**config.mk**
```make
export PLATFORM = sky130hd
export DESIGN_NAME = pport_periph
export DESIGN_NICKNAME = d
export VERILOG_FILES = /design/src/rtl/pport_pkg.sv /design/src/rtl/pport_sync.sv /design/src/rtl/pport_fwd.sv /design/src/rtl/pport_ctl.sv /design/src/rtl/pport_rev.sv /design/src/rtl/pport_periph.sv
export SDC_FILE = /design/constraint.sdc
export NUM_CORES = 1
export LEC_CHECK = 0
export ABC_CLOCK_PERIOD_IN_PS = 5100
export BUFFER_PORTS_ARGS = -buffer_cell sky130_fd_sc_hd__buf_2
export CELL_PAD_IN_SITES_DETAIL_PLACEMENT = 0
export CELL_PAD_IN_SITES_GLOBAL_PLACEMENT = 1
export CORE_MARGIN = 2
export CORE_UTILIZATION = 40
export CTS_BUF_LIST = sky130_fd_sc_hd__clkbuf_4 sky130_fd_sc_hd__clkbuf_8
export CTS_CLUSTER_SIZE = 14
export DETAILED_ROUTE_END_ITERATION = 12
export PLACE_DENSITY_LB_ADDON = 0.1
export REMOVE_ABC_BUFFERS = 1
export SLEW_MARGIN = 10
export SYNTH_ARGS = -nofsm -noshare
export SYNTH_HDL_FRONTEND = slang
export SYNTH_SLANG_ARGS = --single-unit
```
**constraint.sdc**
```tcl
create_clock -name clk -period 5.1 [get_ports clk]
set_input_delay 0.255 -clock clk [delete_from_list [all_inputs] [get_ports clk]]
set_output_delay 0.255 -clock clk [all_outputs]
set_load 0.005 [all_outputs]
```
**src/rtl/pport_pkg.sv**
```systemverilog
package pport_pkg;

   typedef enum logic [2:0] {
      PH_COMPAT = 3'd0,
      PH_NEG    = 3'd1,
      PH_REJECT = 3'd2,
      PH_NIBBLE = 3'd3,
      PH_BYTE   = 3'd4
   } phase_e;

   localparam logic [7:0] REQ_NIBBLE = 8'h00;
   localparam logic [7:0] REQ_BYTE   = 8'h01;

endpackage

```
**src/rtl/pport_sync.sv**
```systemverilog
module pport_sync #(
   parameter int          W       = 1,
   parameter int          STAGES  = 2,
   parameter logic [W-1:0] RST_VAL = '0
) (
   input  logic         clk,
   input  logic         rst_n,
   input  logic [W-1:0] d,
   output logic [W-1:0] q
);

   if (STAGES < 2) begin : g_bad_stages
      $error("pport_sync: STAGES must be at least 2");
   end
   if (W < 1) begin : g_bad_width
      $error("pport_sync: W must be at least 1");
   end

   logic [W-1:0] stg [STAGES];

   always_ff @(posedge clk or negedge rst_n) begin
      if (!rst_n) begin
         for (int i = 0; i < STAGES; i++) stg[i] <= RST_VAL;
      end else begin
         stg[0] <= d;
         for (int i = 1; i < STAGES; i++) stg[i] <= stg[i-1];
      end
   end

   assign q = stg[STAGES-1];

endmodule

```
**src/rtl/pport_fwd.sv**
```systemverilog
module pport_fwd #(
   parameter int DW      = 8,
   parameter int ACK_CYC = 4
) (
   input  logic          clk,
   input  logic          rst_n,
   input  logic          clr,
   input  logic          en,
   input  logic          strobe_fall,
   input  logic [DW-1:0] din,
   input  logic          fwd_ready,
   output logic          fwd_valid,
   output logic [DW-1:0] fwd_data,
   output logic          busy,
   output logic          ack_n,
   output logic          idle
);

   localparam int CW = $clog2(ACK_CYC + 1);

   if (ACK_CYC < 1) begin : g_bad_ack
      $error("pport_fwd: ACK_CYC must be at least 1");
   end

   typedef enum logic [1:0] {F_IDLE, F_HOLD, F_ACK} fst_e;

   fst_e          st;
   logic [CW-1:0] cnt;

   always_ff @(posedge clk or negedge rst_n) begin
      if (!rst_n) begin
         st       <= F_IDLE;
         cnt      <= '0;
         fwd_data <= '0;
      end else if (clr) begin
         st  <= F_IDLE;
         cnt <= '0;
      end else begin
         case (st)
            F_IDLE: if (en && strobe_fall) begin
               fwd_data <= din;
               st       <= F_HOLD;
            end
            F_HOLD: if (fwd_ready) begin
               cnt <= CW'(ACK_CYC - 1);
               st  <= F_ACK;
            end
            F_ACK: begin
               if (cnt == '0) st <= F_IDLE;
               else           cnt <= cnt - 1'b1;
            end
            default: st <= F_IDLE;
         endcase
      end
   end

   assign fwd_valid = (st == F_HOLD);
   assign busy      = (st != F_IDLE);
   assign ack_n     = (st != F_ACK);
   assign idle      = (st == F_IDLE);

   // the acknowledge pulse only starts after the consumer took a byte
   p_ack_after_take_r3: assert property (@(posedge clk) disable iff (!rst_n)
      $fell(ack_n) |-> $past(fwd_valid && fwd_ready));

   // a strobe edge while disabled leaves nothing pending
   p_no_load_off_r11: assert property (@(posedge clk) disable iff (!rst_n)
      (!en && idle && strobe_fall) |=> !fwd_valid);

endmodule

```
**src/rtl/pport_ctl.sv**
```systemverilog
module pport_ctl
   import pport_pkg::*;
#(
   parameter int DW      = 8,
   parameter bit BYTE_EN = 1'b1
) (
   input  logic          clk,
   input  logic          rst_n,
   input  logic          init_s,
   input  logic          act_s,
   input  logic          act_rise,
   input  logic          busy_s,
   input  logic          strobe_fall,
   input  logic [DW-1:0] din,
   input  logic          fwd_idle,
   output phase_e        phase
);

   logic byte_ok;

   if (BYTE_EN) begin : g_byte
      assign byte_ok = (din == REQ_BYTE);
   end else begin : g_no_byte
      assign byte_ok = 1'b0;
   end

   always_ff @(posedge clk or negedge rst_n) begin
      if (!rst_n) begin
         phase <= PH_COMPAT;
      end else if (!init_s) begin
         phase <= PH_COMPAT;
      end else begin
         case (phase)
            PH_COMPAT: if (act_rise && !busy_s && fwd_idle) phase <= PH_NEG;
            PH_NEG: begin
               if (!act_s)                    phase <= PH_COMPAT;
               else if (strobe_fall) begin
                  if (din == REQ_NIBBLE)      phase <= PH_NIBBLE;
                  else if (byte_ok)           phase <= PH_BYTE;
                  else                        phase <= PH_REJECT;
               end
            end
            default: if (!act_s) phase <= PH_COMPAT;
         endcase
      end
   end

   // negotiation is only entered from Compatibility with the host ready
   p_neg_entry_r4: assert property (@(posedge clk) disable iff (!rst_n)
      (phase == PH_NEG && $past(phase) != PH_NEG) |->
         $past(phase == PH_COMPAT && !busy_s));

   // a reverse phase is only reached through negotiation
   p_rev_from_neg_r5: assert property (@(posedge clk) disable iff (!rst_n)
      ((phase == PH_NIBBLE || phase == PH_BYTE) && $past(phase) != phase) |->
         $past(phase) == PH_NEG);

   // dropping the mode line or initialising returns to Compatibility
   p_exit_r9: assert property (@(posedge clk) disable iff (!rst_n)
      ((!act_s || !init_s) && phase != PH_COMPAT) |=> phase == PH_COMPAT);

endmodule

```
**src/rtl/pport_rev.sv**
```systemverilog
module pport_rev #(
   parameter int DW = 8
) (
   input  logic          clk,
   input  logic          rst_n,
   input  logic          nib_run,
   input  logic          byte_run,
   input  logic          busy_s,
   input  logic          busy_rise,
   input  logic          strobe_fall,
   input  logic          rev_valid,
   input  logic [DW-1:0] rev_data,
   output logic          rev_ready,
   output logic [DW/2-1:0] nib,
   output logic          clk_n,
   output logic [DW-1:0] hold,
   output logic          active
);

   localparam int NW = DW / 2;

   typedef enum logic [2:0] {R_IDLE, R_NSET, R_NVAL, R_NGAP, R_BVAL, R_BACK} rst_e;

   rst_e st;
   logic idx;
   logic run;

   assign run       = nib_run || byte_run;
   assign rev_ready = run && (st == R_IDLE) && rev_valid && !busy_s;

   always_ff @(posedge clk or negedge rst_n) begin
      if (!rst_n) begin
         st   <= R_IDLE;
         idx  <= 1'b0;
         hold <= '0;
      end else if (!run) begin
         st  <= R_IDLE;
         idx <= 1'b0;
      end else begin
         case (st)
            R_IDLE: if (rev_ready) begin
               hold <= rev_data;
               idx  <= 1'b0;
               st   <= nib_run ? R_NSET : R_BVAL;
            end
            R_NSET: st <= R_NVAL;
            R_NVAL: if (busy_rise) st <= idx ? R_IDLE : R_NGAP;
            R_NGAP: if (!busy_s) begin
               idx <= 1'b1;
               st  <= R_NSET;
            end
            R_BVAL: if (busy_rise) st <= R_BACK;
            R_BACK: if (strobe_fall) st <= R_IDLE;
            default: st <= R_IDLE;
         endcase
      end
   end

   assign nib    = idx ? hold[DW-1:NW] : hold[NW-1:0];
   assign clk_n  = !((st == R_NVAL) || (st == R_BVAL));
   assign active = (st != R_IDLE);

   // the host handshake edge always releases the nibble clock
   p_nib_release_r6: assert property (@(posedge clk) disable iff (!rst_n)
      (st == R_NVAL && busy_rise && run) |=> clk_n);

   // a byte is taken once, never on two clocks in a row
   p_single_take_r7: assert property (@(posedge clk) disable iff (!rst_n)
      rev_ready |=> !rev_ready);

endmodule

```
**src/rtl/pport_periph.sv**
```systemverilog
module pport_periph
   import pport_pkg::*;
#(
   parameter int DW          = 8,
   parameter int SYNC_STAGES = 2,
   parameter int ACK_CYC     = 4,
   parameter bit BYTE_EN     = 1'b1
) (
   input  logic          clk,
   input  logic          rst_n,
   input  logic          h_strobe_n,
   input  logic          h_busy,
   input  logic          h_init_n,
   input  logic          mode_act,
   input  logic [DW-1:0] dq_in,
   output logic [DW-1:0] dq_out,
   output logic          dq_oe,
   output logic          per_clk_n,
   output logic          per_busy,
   output logic          ack_req,
   output logic          sel_flag,
   output logic          have_data_n,
   output logic [2:0]    phase_o,
   output logic          fwd_valid,
   output logic [DW-1:0] fwd_data,
   input  logic          fwd_ready,
   input  logic          rev_valid,
   input  logic [DW-1:0] rev_data,
   output logic          rev_ready
);

   localparam int HW = DW + 4;
   localparam logic [HW-1:0] H_IDLE = {1'b0, 1'b1, 1'b1, 1'b1, {DW{1'b0}}};

   if (DW != 8) begin : g_bad_dw
      $error("pport_periph: the link carries 8-bit data, DW must be 8");
   end

   logic [HW-1:0] h_raw, h_syn;
   logic          act_s, init_s, busy_s, strobe_s;
   logic [DW-1:0] dq_s;
   logic          strobe_q, busy_q, act_q;
   logic          strobe_fall, busy_rise, act_rise;

   assign h_raw = {mode_act, h_init_n, h_busy, h_strobe_n, dq_in};

   pport_sync #(.W(HW), .STAGES(SYNC_STAGES), .RST_VAL(H_IDLE)) u_sync (
      .clk   (clk),
      .rst_n (rst_n),
      .d     (h_raw),
      .q     (h_syn)
   );

   assign {act_s, init_s, busy_s, strobe_s, dq_s} = h_syn;

   always_ff @(posedge clk or negedge rst_n) begin
      if (!rst_n) begin
         strobe_q <= 1'b1;
         busy_q   <= 1'b1;
         act_q    <= 1'b0;
      end else begin
         strobe_q <= strobe_s;
         busy_q   <= busy_s;
         act_q    <= act_s;
      end
   end

   assign strobe_fall = strobe_q && !strobe_s;
   assign busy_rise   = !busy_q && busy_s;
   assign act_rise    = !act_q && act_s;

   phase_e phase;
   logic   fwd_busy, fwd_ack_n, fwd_idle;

   pport_ctl #(.DW(DW), .BYTE_EN(BYTE_EN)) u_ctl (
      .clk         (clk),
      .rst_n       (rst_n),
      .init_s      (init_s),
      .act_s       (act_s),
      .act_rise    (act_rise),
      .busy_s      (busy_s),
      .strobe_fall (strobe_fall),
      .din         (dq_s),
      .fwd_idle    (fwd_idle),
      .phase       (phase)
   );

   pport_fwd #(.DW(DW), .ACK_CYC(ACK_CYC)) u_fwd (
      .clk         (clk),
      .rst_n       (rst_n),
      .clr         (!init_s),
      .en          ((phase == PH_COMPAT) && !act_s),
      .strobe_fall (strobe_fall),
      .din         (dq_s),
      .fwd_ready   (fwd_ready),
      .fwd_valid   (fwd_valid),
      .fwd_data    (fwd_data),
      .busy        (fwd_busy),
      .ack_n       (fwd_ack_n),
      .idle        (fwd_idle)
   );

   logic            nib_run, byte_run;
   logic [DW/2-1:0] rv_nib;
   logic            rv_clk_n, rv_active;
   logic [DW-1:0]   rv_hold;

   assign nib_run  = (phase == PH_NIBBLE);
   assign byte_run = (phase == PH_BYTE);

   pport_rev #(.DW(DW)) u_rev (
      .clk         (clk),
      .rst_n       (rst_n),
      .nib_run     (nib_run),
      .byte_run    (byte_run),
      .busy_s      (busy_s),
      .busy_rise   (busy_rise),
      .strobe_fall (strobe_fall),
      .rev_valid   (rev_valid),
      .rev_data    (rev_data),
      .rev_ready   (rev_ready),
      .nib         (rv_nib),
      .clk_n       (rv_clk_n),
      .hold        (rv_hold),
      .active      (rv_active)
   );

   always_comb begin
      per_clk_n   = 1'b1;
      per_busy    = 1'b0;
      ack_req     = 1'b0;
      sel_flag    = 1'b1;
      have_data_n = 1'b1;
      case (phase)
         PH_COMPAT: begin
            per_clk_n = fwd_ack_n;
            per_busy  = fwd_busy;
         end
         PH_NEG: begin
            per_clk_n   = 1'b0;
            sel_flag    = 1'b0;
            ack_req     = 1'b0;
            have_data_n = 1'b0;
         end
         PH_REJECT: sel_flag = 1'b0;
         PH_NIBBLE: begin
            per_clk_n = rv_clk_n;
            if (rv_active) begin
               have_data_n = rv_nib[0];
               sel_flag    = rv_nib[1];
               ack_req     = rv_nib[2];
               per_busy    = rv_nib[3];
            end else begin
               have_data_n = !rev_valid;
            end
         end
         PH_BYTE: begin
            per_clk_n   = rv_clk_n;
            per_busy    = rv_active;
            have_data_n = !rev_valid;
         end
         default: ;
      endcase
   end

   assign dq_out  = rv_hold;
   assign dq_oe   = byte_run && !busy_s && act_s && init_s;
   assign phase_o = phase;

   // no forward byte may be pending outside Compatibility
   p_fwd_quiet_r11: assert property (@(posedge clk) disable iff (!rst_n)
      (phase != PH_COMPAT) |-> !fwd_valid);

endmodule

```
==> results of run 1 <==
==> per-layer routing <==
metal | wire length [um] | up-vias
met5 | 0 | -
met4 | 72 | 0
met3 | 213 | 7
met2 | 2060 | 46
met1 | 1920 | 739
li1 | - | 747
==> cell type report <==
type	instances	area [um2]
Fill cell	496	2810
Sequential cell	55	1390
Multi-Input combinational cell	113	836
Timing Repair Buffer	51	258
Clock buffer	7	90.1
Tap cell	72	90.1
Inverter	7	26.3
Clock inverter	1	8.76
==> sequential cells by signal, indices dropped and copies added (netlist names), 2 cells and up <==
name and flops:
u_fwd.fwd_data 8, u_ctl.phase 3, u_rev.st 3, u_fwd.cnt 3, u_sync.q 12, u_rev.hold 8
u_fwd.st 2, u_sync.stg 12
==> worst paths after layout <==
check,to
max,rev_ready
min,u_sync.stg[22]$_DFF_PN1_
max reg2reg,u_rev.hold[4]$_DFFE_PN0P_
min reg2reg,u_sync.q[3]$_DFF_PN0_
max in group asynchronous,u_fwd.fwd_data[0]$_DFFE_PN0P_
min in group asynchronous,u_sync.stg[19]$_DFF_PN0_
==> cells by family (layout without fill, tap and decap cells) <==
| logic type | Yosys count | in the layout | share of synthesized area [%] |
|---|---|---|---|
| xor gates and xnor gates | 1 | 1 | 0.383 |
| and+or+nand+nor | 59 | 59 | 15.9 |
| AOI/OAI and AO/OA | 29 | 29 | 8.59 |
| DFF | 55 | 55 | 60.6 |
| adders and majority gates | 2 | 2 | 1.09 |
| muxes | 22 | 22 | 10.6 |
| buffers and inverters | 14 | 66 | 2.84 |
==> report_power, final <==
group	leakage, nW	internal (mW)	switching (mW)	total, mW
logic	0.544	0.0380	0.0309	0.0689
registers	0.681	0.467	0.0167	0.483
clock network	0.0519	0.117	0.134	0.251
total	1.28	0.621	0.182	0.803
==> layout by cell type, fill, tap and decap left out, types with 2 or more instances in the layout <==
cell,n
a211oi_1,2
a21oi_1,6
a31oi_1,3
and2_1,2
buf_2,50
clkbuf_8,6
dfrtp_1,47
dfstp_2,8
ha_1,2
inv_1,7
mux2_2,17
mux2i_1,5
nand2_1,10
nand2b_1,4
nand3_1,2
nand3b_1,3
nor2_1,9
nor2b_1,6
nor3_1,9
o211ai_1,2
o21ai_0,5
or3b_2,2
or4_1,2
==> metrics by stage <==
step	worst slack, ps	total power, mW
final	2760	0.803
after global routing	2510	0.847
after CTS	2740	0.819
after detailed placement	3070	0.563
after global placement	3150	0.560
after floorplan	3310	0.518
==> results.cfg, run 1 <==
[global_route]
grt_max_degree = 56
grt_pass1_wl_um = 7180
overflow = 0
use_met3_pct = 3.51
grtUsageMet1_pct = 19.5
grt_busiest_layer = met2
gr-usage-all-layers_pct = 14.7
antenna_found_initial = 0
first_global_vias = 1528
use_met2_pct = 23.2

[die]
ioPinCount = 51
start_util_pct = 41.5
core_um2 = 5510
rows = 27
die_h_um = 79.6
dieArea_um2 = 6340
dieWidth_um = 79.6

[clock_tree]
htree_num_levels = 2
cts_setup_buffers = 0
clk_pin_slew_ps = 90
cts.sinks = 55
clockBufferDepth = 2
cts_root_buf = clkbuf_8
cts_tree = built
cts_buffers = 5
cts_resized = 0
cts_hold_buf = 0
worstSkewPairLatency_ps = 300

[timing]
final_hold_viol_count = 0
clock_skew_ps = 5.63
holdWs_ps = 40.2
fin_crit_sh_pct = 45.9
tns_ps = 0
grt_setup_unrepaired = false
tightest_slew_ps = 757
setup_viol = 0
drv_slew = 0
period_minus_slack_ps = 2340
slew_headroom_pct = 49.1
max_freq_mhz = 427

[flow_run]
max_cap_viol_count = 0

[layout]
fin_area_um2 = 2700
nNetsFinal = 259
fin_util_pct = 48.9
area_growth_pct = 17.8
final_layout_size_suffix_gt1_share_pct = 39.3
diodes = 0
finalNonFillerCells = 306

[drt]
vias = 1539
routed_via_density = 5.03
antenna_left = 0
postRouteWirelength_um = 4270
drtIter0Drc = 60
firstDrtPassIters = 4
wl_per_cell_um = 13.9
drc = 0

[logic_synthesis]
yosys_warnings = 0
syn_area_um2 = 2290
synth_area_leader_cell = dfrtp_1
synth_edf_count = 0
synth-seq-cells = 55
synth_top_area_share_pct = 51.4
yosys-top-cells-area = dfrtp_1, dfstp_2, mux2_2
syn_inst = 182
synth_most_common_cell = dfrtp_1
synth.yosys.seq_area_share_pct = 60.6
synth.distinct_cells = 47
avgSynthCellArea_um2 = 12.6
synthFlopType = dfrtp_1
synthArstFlopShare_pct = 100
synth.top_cells.by_count = dfrtp_1, mux2_2, nand2_1

[hold_path]
min-delay-path-class = primary input to flop
hp-start = h_init_n
holdPathStages = 1

[power_and_ir_drop]
irDropWorstVdd_uv = 230
leakagePower_nw = 1.28
p_per_area_nw_per_um2 = 298

[placed_design]
port_buffers = 50
hpwl_um = 3110
placed_area_um2 = 2600
dp.cells = 298
gp_congestion = 0.716

[worst_setup_path]
r2r_start = u_rev.st[0]$_DFFE_PN0P_
critical_path.top_delay_family = simple AND/OR/NAND/NOR gates
crit_start = u_rev.st[0]$_DFFE_PN0P_
crit_buf_inv = 2
cp_cell_sequence = nor3_1, nand3_2, inv_1, buf_2
crit_cells = 4
crit_slowest_cell = nor3_1
slowest_delay_ps = 670
r2r_cells = 3
startpoint_type = flop
r2r_setup_slack_ps = 3060
crit_type = flop to output port
cp-end-kind = output port
cp_max_fo = 12
crit_arrival_ps = 2090
cp.required_ps = 4850

[status]
status = finished, final reports clean
Power figures use the tool's default switching activity.
==> inputs of run 2 (changes only) <==
--- a/config.mk
+++ b/config.mk
@@ -5,7 +5,7 @@
 export SDC_FILE = /design/constraint.sdc
 export NUM_CORES = 1
 export LEC_CHECK = 0
-export ABC_CLOCK_PERIOD_IN_PS = 5100
+export ABC_CLOCK_PERIOD_IN_PS = 1900
 export BUFFER_PORTS_ARGS = -buffer_cell sky130_fd_sc_hd__buf_2
 export CELL_PAD_IN_SITES_DETAIL_PLACEMENT = 0
 export CELL_PAD_IN_SITES_GLOBAL_PLACEMENT = 1
==> constraint.sdc (replaced) <==
create_clock -name clk -period 1.9 [get_ports clk]
set_input_delay 0.095 -clock clk [delete_from_list [all_inputs] [get_ports clk]]
set_output_delay 0.095 -clock clk [all_outputs]
set_load 0.005 [all_outputs]
==> run 2 against run 1 <==
Against the previous run: utilization grew 3.6 points; sequential power grew to 2.7 times the previous value; sequential cell count is the same; combinational power grew to 3.2 times the previous value; register-to-register slack lost 3000 ps.
==> results.cfg, run 2 (synthesis results as in run 1) <==
[worst_setup_path]
cp_cell_sequence = or4b_4, nor3_4, nand3_4, mux2_2
crit_buf_inv = 0
r2r_start = strobe_q$_DFF_PN1_
crit_slowest_cell = dfstp_2
slowest_delay_ps = 550
r2r_cells = 4
cp.required_ps = 2100
timing.rr.end = u_fwd.fwd_data[4]$_DFFE_PN0P_
crit_type = flop to flop
crit_arrival_ps = 1990
r2r_setup_slack_ps = 100
cp_max_fo = 8
critical_path.top_delay_family = simple AND/OR/NAND/NOR gates
startpoint_type = flop
cp-end-kind = flop

[clock_tree]
htree_num_levels = 2
cts.sinks = 55
cts_buffers = 5
clockBufferDepth = 2
cts_root_buf = clkbuf_8
clk_pin_slew_ps = 100
cts_setup_buffers = 0
cts_tree = built
worstSkewPairLatency_ps = 310

[placed_design]
port_buffers = 50
hpwl_um = 3320
gp_congestion = 0.812

[power_and_ir_drop]
clockPowerShare_pct = 29.6
power.total_mw = 2.15
intPower_mw = 1.64
switching_power_uw = 514
p_comb_share_pct = 10.2
irDropWorstVdd_uv = 510
seqPwrFrac_pct = 60.2
leakagePower_nw = 1.37
p_sw_share_pct = 23.9
p_per_area_nw_per_um2 = 743

[timing]
drv_slew = 0
final_hold_viol_count = 0
setup_viol = 0
fin_crit_sh_pct = 94.5
clock_skew_ps = 9.89
grt_setup_unrepaired = false
max_freq_mhz = 557
period_minus_slack_ps = 1800
tns_ps = 0
slew_headroom_pct = 63.9
tightest_slew_ps = 541

[drt]
postRouteWirelength_um = 4560
firstDrtPassIters = 4
routed_via_density = 5.02
drc = 0
antenna_left = 0
wl_per_cell_um = 14.0
drtIter0Drc = 47
vias = 1635

[layout]
regArea_um2 = 1390
multi_input_area_um2 = 846
layout_commonest_cell = buf_2
fin_util_pct = 52.5
diodes = 0
final_layout_size_suffix_gt1_share_pct = 40.2
fillCellCount = 508
layout_common_cells = buf_2, dfrtp_1, mux2_2, dlygate4sd3_1, nand2_1
nNetsFinal = 279
area_growth_pct = 26.5

[hold_path]
min_to = u_rev.hold[2]$_DFFE_PN0P_
min-delay-path-class = primary input to flop
hp-start = rev_data[2]
holdPathStages = 2

[status]
status = finished, final reports clean

[die]
rows = 27
start_util_pct = 41.5
ioPinCount = 51
core_um2 = 5510
dieArea_um2 = 6340
dieWidth_um = 79.6
die_h_um = 79.6

[global_route]
grt_pass1_wl_um = 7880
grt_max_degree = 33
antenna_found_initial = 0
gr-usage-all-layers_pct = 16.1
overflow = 0
first_global_vias = 1681

[flow_run]
max_cap_viol_count = 0
==> run 2: changes by cell type in the layout (fill, tap and decap cells not counted), moves of 2 or more <==
cell and change:
buf_4 +6, clkinv_2 +2, dfrtp_1 -3, dfrtp_2 +3
dlygate4sd3_1 +13
==> run 2: through the flow <==
stage               cell area [um2]  setup WS, ps  hold WS, ps  cells
global placement               2660           160         92.8    305
floorplan                      2250           114         -201    175
global route                   2890          11.2         4.91    326
detailed placement             2660           114          112    305
finish                         2890           104         17.0    326
CTS                            2890          7.43         10.1    326
==> run 2: power groups by stage <==
stage / registers (mW) / clock network (mW) / logic [mW]
floorplan: 1.31 / 0 / 0.0769
global placement: 1.32 / 0 / 0.194
detailed placement: 1.32 / 0 / 0.203
CTS: 1.30 / 0.666 / 0.224
global route: 1.31 / 0.705 / 0.244
finish: 1.30 / 0.637 / 0.218
==> run 2: how the worst max path moves through the flow <==
stage	endpoint	depth (start not counted)	slack, ps	startpoint
2_1_floorplan	u_rev.hold[0]$_DFFE_PN0P_	4	110	u_ctl.phase[0]$_DFFE_PN0P_
3_3_place_gp	u_fwd.fwd_data[1]$_DFFE_PN0P_	4	160	strobe_q$_DFF_PN1_
3_5_place_dp	u_fwd.fwd_data[7]$_DFFE_PN0P_	4	110	strobe_q$_DFF_PN1_
4_1_cts	rev_ready	5	7	u_ctl.phase[1]$_DFFE_PN0P_
5_1_grt	rev_ready	6	10	u_ctl.phase[1]$_DFFE_PN0P_
6_report	u_fwd.fwd_data[4]$_DFFE_PN0P_	4	100	strobe_q$_DFF_PN1_
==> run 2: what timing repair did <==
item	in CTS	in global routing
hold endpoints to repair	33	0
resized for setup	1	4
setup endpoints to repair	1	2
cloned	0	0
hold buffers	13	0
==> run 2: cell type report <==
cell class                      count  area share (%)
Inverter                            7           0.908
Clock buffer                        5            2.38
Multi-Input combinational cell    113            29.2
Sequential cell                    55            48.1
Timing Repair Buffer               71            15.7
Clock inverter                      3           0.649
Tap cell                           72            3.11
==> run 2: routing by layer <==
layer | up-vias | share of wire, % | global-route usage, %
met5 | - | 0 | 0
met4 | 0 | 1.4 | 6.21
met3 | 5 | 4.6 | 3.73
met2 | 37 | 50 | 26.8
met1 | 808 | 44 | 20.4
li1 | 785 | - | -
==> inputs of run 3 (changes only) <==
--- a/config.mk
+++ b/config.mk
@@ -14,6 +14,7 @@
 export CTS_BUF_LIST = sky130_fd_sc_hd__clkbuf_4 sky130_fd_sc_hd__clkbuf_8
 export CTS_CLUSTER_SIZE = 14
 export DETAILED_ROUTE_END_ITERATION = 12
+export MAX_ROUTING_LAYER = met4
 export PLACE_DENSITY_LB_ADDON = 0.1
 export REMOVE_ABC_BUFFERS = 1
 export SLEW_MARGIN = 10
==> run 3 against run 2 <==
Against the previous run: worst hold slack better by 0.74 ps; clock skew is essentially flat; highest routed layer unchanged; non-clock buffer count unchanged; sequential share of layout area is the same; maximum frequency about the same.
==> results.cfg, run 3 (synthesis results as in run 1) <==
[clock_tree]
cts.sinks = 55
cts_tree = built
worstSkewPairLatency_ps = 310
clockBufferDepth = 2
clk_pin_slew_ps = 100
cts_root_buf = clkbuf_8
htree_num_levels = 2
cts_buffers = 5

[layout]
final_layout_size_suffix_gt1_share_pct = 40.2
layout_common_cells = buf_2, dfrtp_1, mux2_2, dlygate4sd3_1, nand2_1
layout_commonest_cell = buf_2
fillCellCount = 508
area_growth_pct = 26.5
finalNonFillerCells = 326
nNetsFinal = 279
fin_util_pct = 52.5
diodes = 0
fin_area_um2 = 2890

[die]
start_util_pct = 41.5
dieArea_um2 = 6340
die_h_um = 79.6
core_um2 = 5510
ioPinCount = 51
rows = 27
dieWidth_um = 79.6

[global_route]
overflow = 0
grt_pass1_wl_um = 7870
gr-usage-all-layers_pct = 16.6
antenna_found_initial = 0
first_global_vias = 1682
grt_max_degree = 33

[drt]
postRouteWirelength_um = 4560
drtIter0Drc = 47
vias = 1635
antenna_left = 0
routed_via_density = 5.02
wl_per_cell_um = 14.0
drc = 0
firstDrtPassIters = 4

[worst_setup_path]
cp_max_fo = 8
crit_arrival_ps = 1990
cp.required_ps = 2100
crit_type = flop to flop
cp-end-kind = flop
startpoint_type = flop

[flow_run]
max_cap_viol_count = 0

[timing]
final_hold_viol_count = 0
fin_crit_sh_pct = 94.5
drv_slew = 0
tightest_slew_ps = 541
grt_setup_unrepaired = false
tns_ps = 0
setup_viol = 0
period_minus_slack_ps = 1800
clock_skew_ps = 9.96
max_freq_mhz = 557
slew_headroom_pct = 63.9

[power_and_ir_drop]
leakagePower_nw = 1.37
p_per_area_nw_per_um2 = 743
irDropWorstVdd_uv = 510
power.total_mw = 2.15

[status]
status = finished, final reports clean

[placed_design]
placed_area_um2 = 2660
dp.cells = 305
gp_congestion = 0.824
port_buffers = 50
hpwl_um = 3320

[hold_path]
min-delay-path-class = primary input to flop
run 3: layer usage:
layer,global-route usage (%),part of all wire (%),wire length [um],vias to the layer above
met5,-,0,0,-
met4,6.21,1.3,61,0
met3,3.39,4.4,199,5
met2,26.8,50,2270,37
met1,20.7,45,2040,808
li1,-,-,-,785
run 3: final timing paths:
kind	start	end	slack [ps]	cells after the start
max	strobe_q$_DFF_PN1_	u_fwd.fwd_data[4]$_DFFE_PN0P_	100	4
min	rev_data[2]	u_rev.hold[2]$_DFFE_PN0P_	20	2
max reg2reg	strobe_q$_DFF_PN1_	u_fwd.fwd_data[4]$_DFFE_PN0P_	100	4
min reg2reg	u_sync.stg[21]$_DFF_PN1_	u_sync.q[9]$_DFF_PN1_	350	0
max in group asynchronous	rst_n	u_sync.q[8]$_DFF_PN1_	970	3
min in group asynchronous	rst_n	u_sync.stg[16]$_DFF_PN0_	290	2
run 3: cell type report:
class / instances / area [um2] / area share [%]
Clock buffer: 5 / 68.8 / 2.38
Clock inverter: 3 / 18.8 / 0.649
Inverter: 7 / 26.3 / 0.908
Multi-Input combinational cell: 113 / 846 / 29.2
Sequential cell: 55 / 1390 / 48.1
Tap cell: 72 / 90.1 / 3.11
Timing Repair Buffer: 71 / 453 / 15.7
run 3: where the power goes:
group          switching, mW  internal [mW]  total, mW
sequential            0.0430           1.25       1.30
combinational         0.0941          0.124      0.218
clock                  0.376          0.260      0.636
total                  0.513           1.64       2.15
run 3: per-stage QoR:
step                hold WS [ps]  setup slack [ps]
global route                4.91              11.2
floorplan                   -201               114
global placement            92.8               160
detailed placement           112               114
finish                      17.8               104
CTS                         10.1              7.43
run 3: repair_timing:
action / CTS / global route
buffers inserted: 0 / 0
setup endpoints to repair: 1 / 2
hold endpoints to repair: 33 / 0
resized for setup: 1 / 4
hold buffers: 13 / 0
run 3: critical path, stage by stage, from the launching register on:
cell and delay, ps:
dfstp_2 550, or4b_4 480, nor3_4 190, nand3_4 160
mux2_2 310
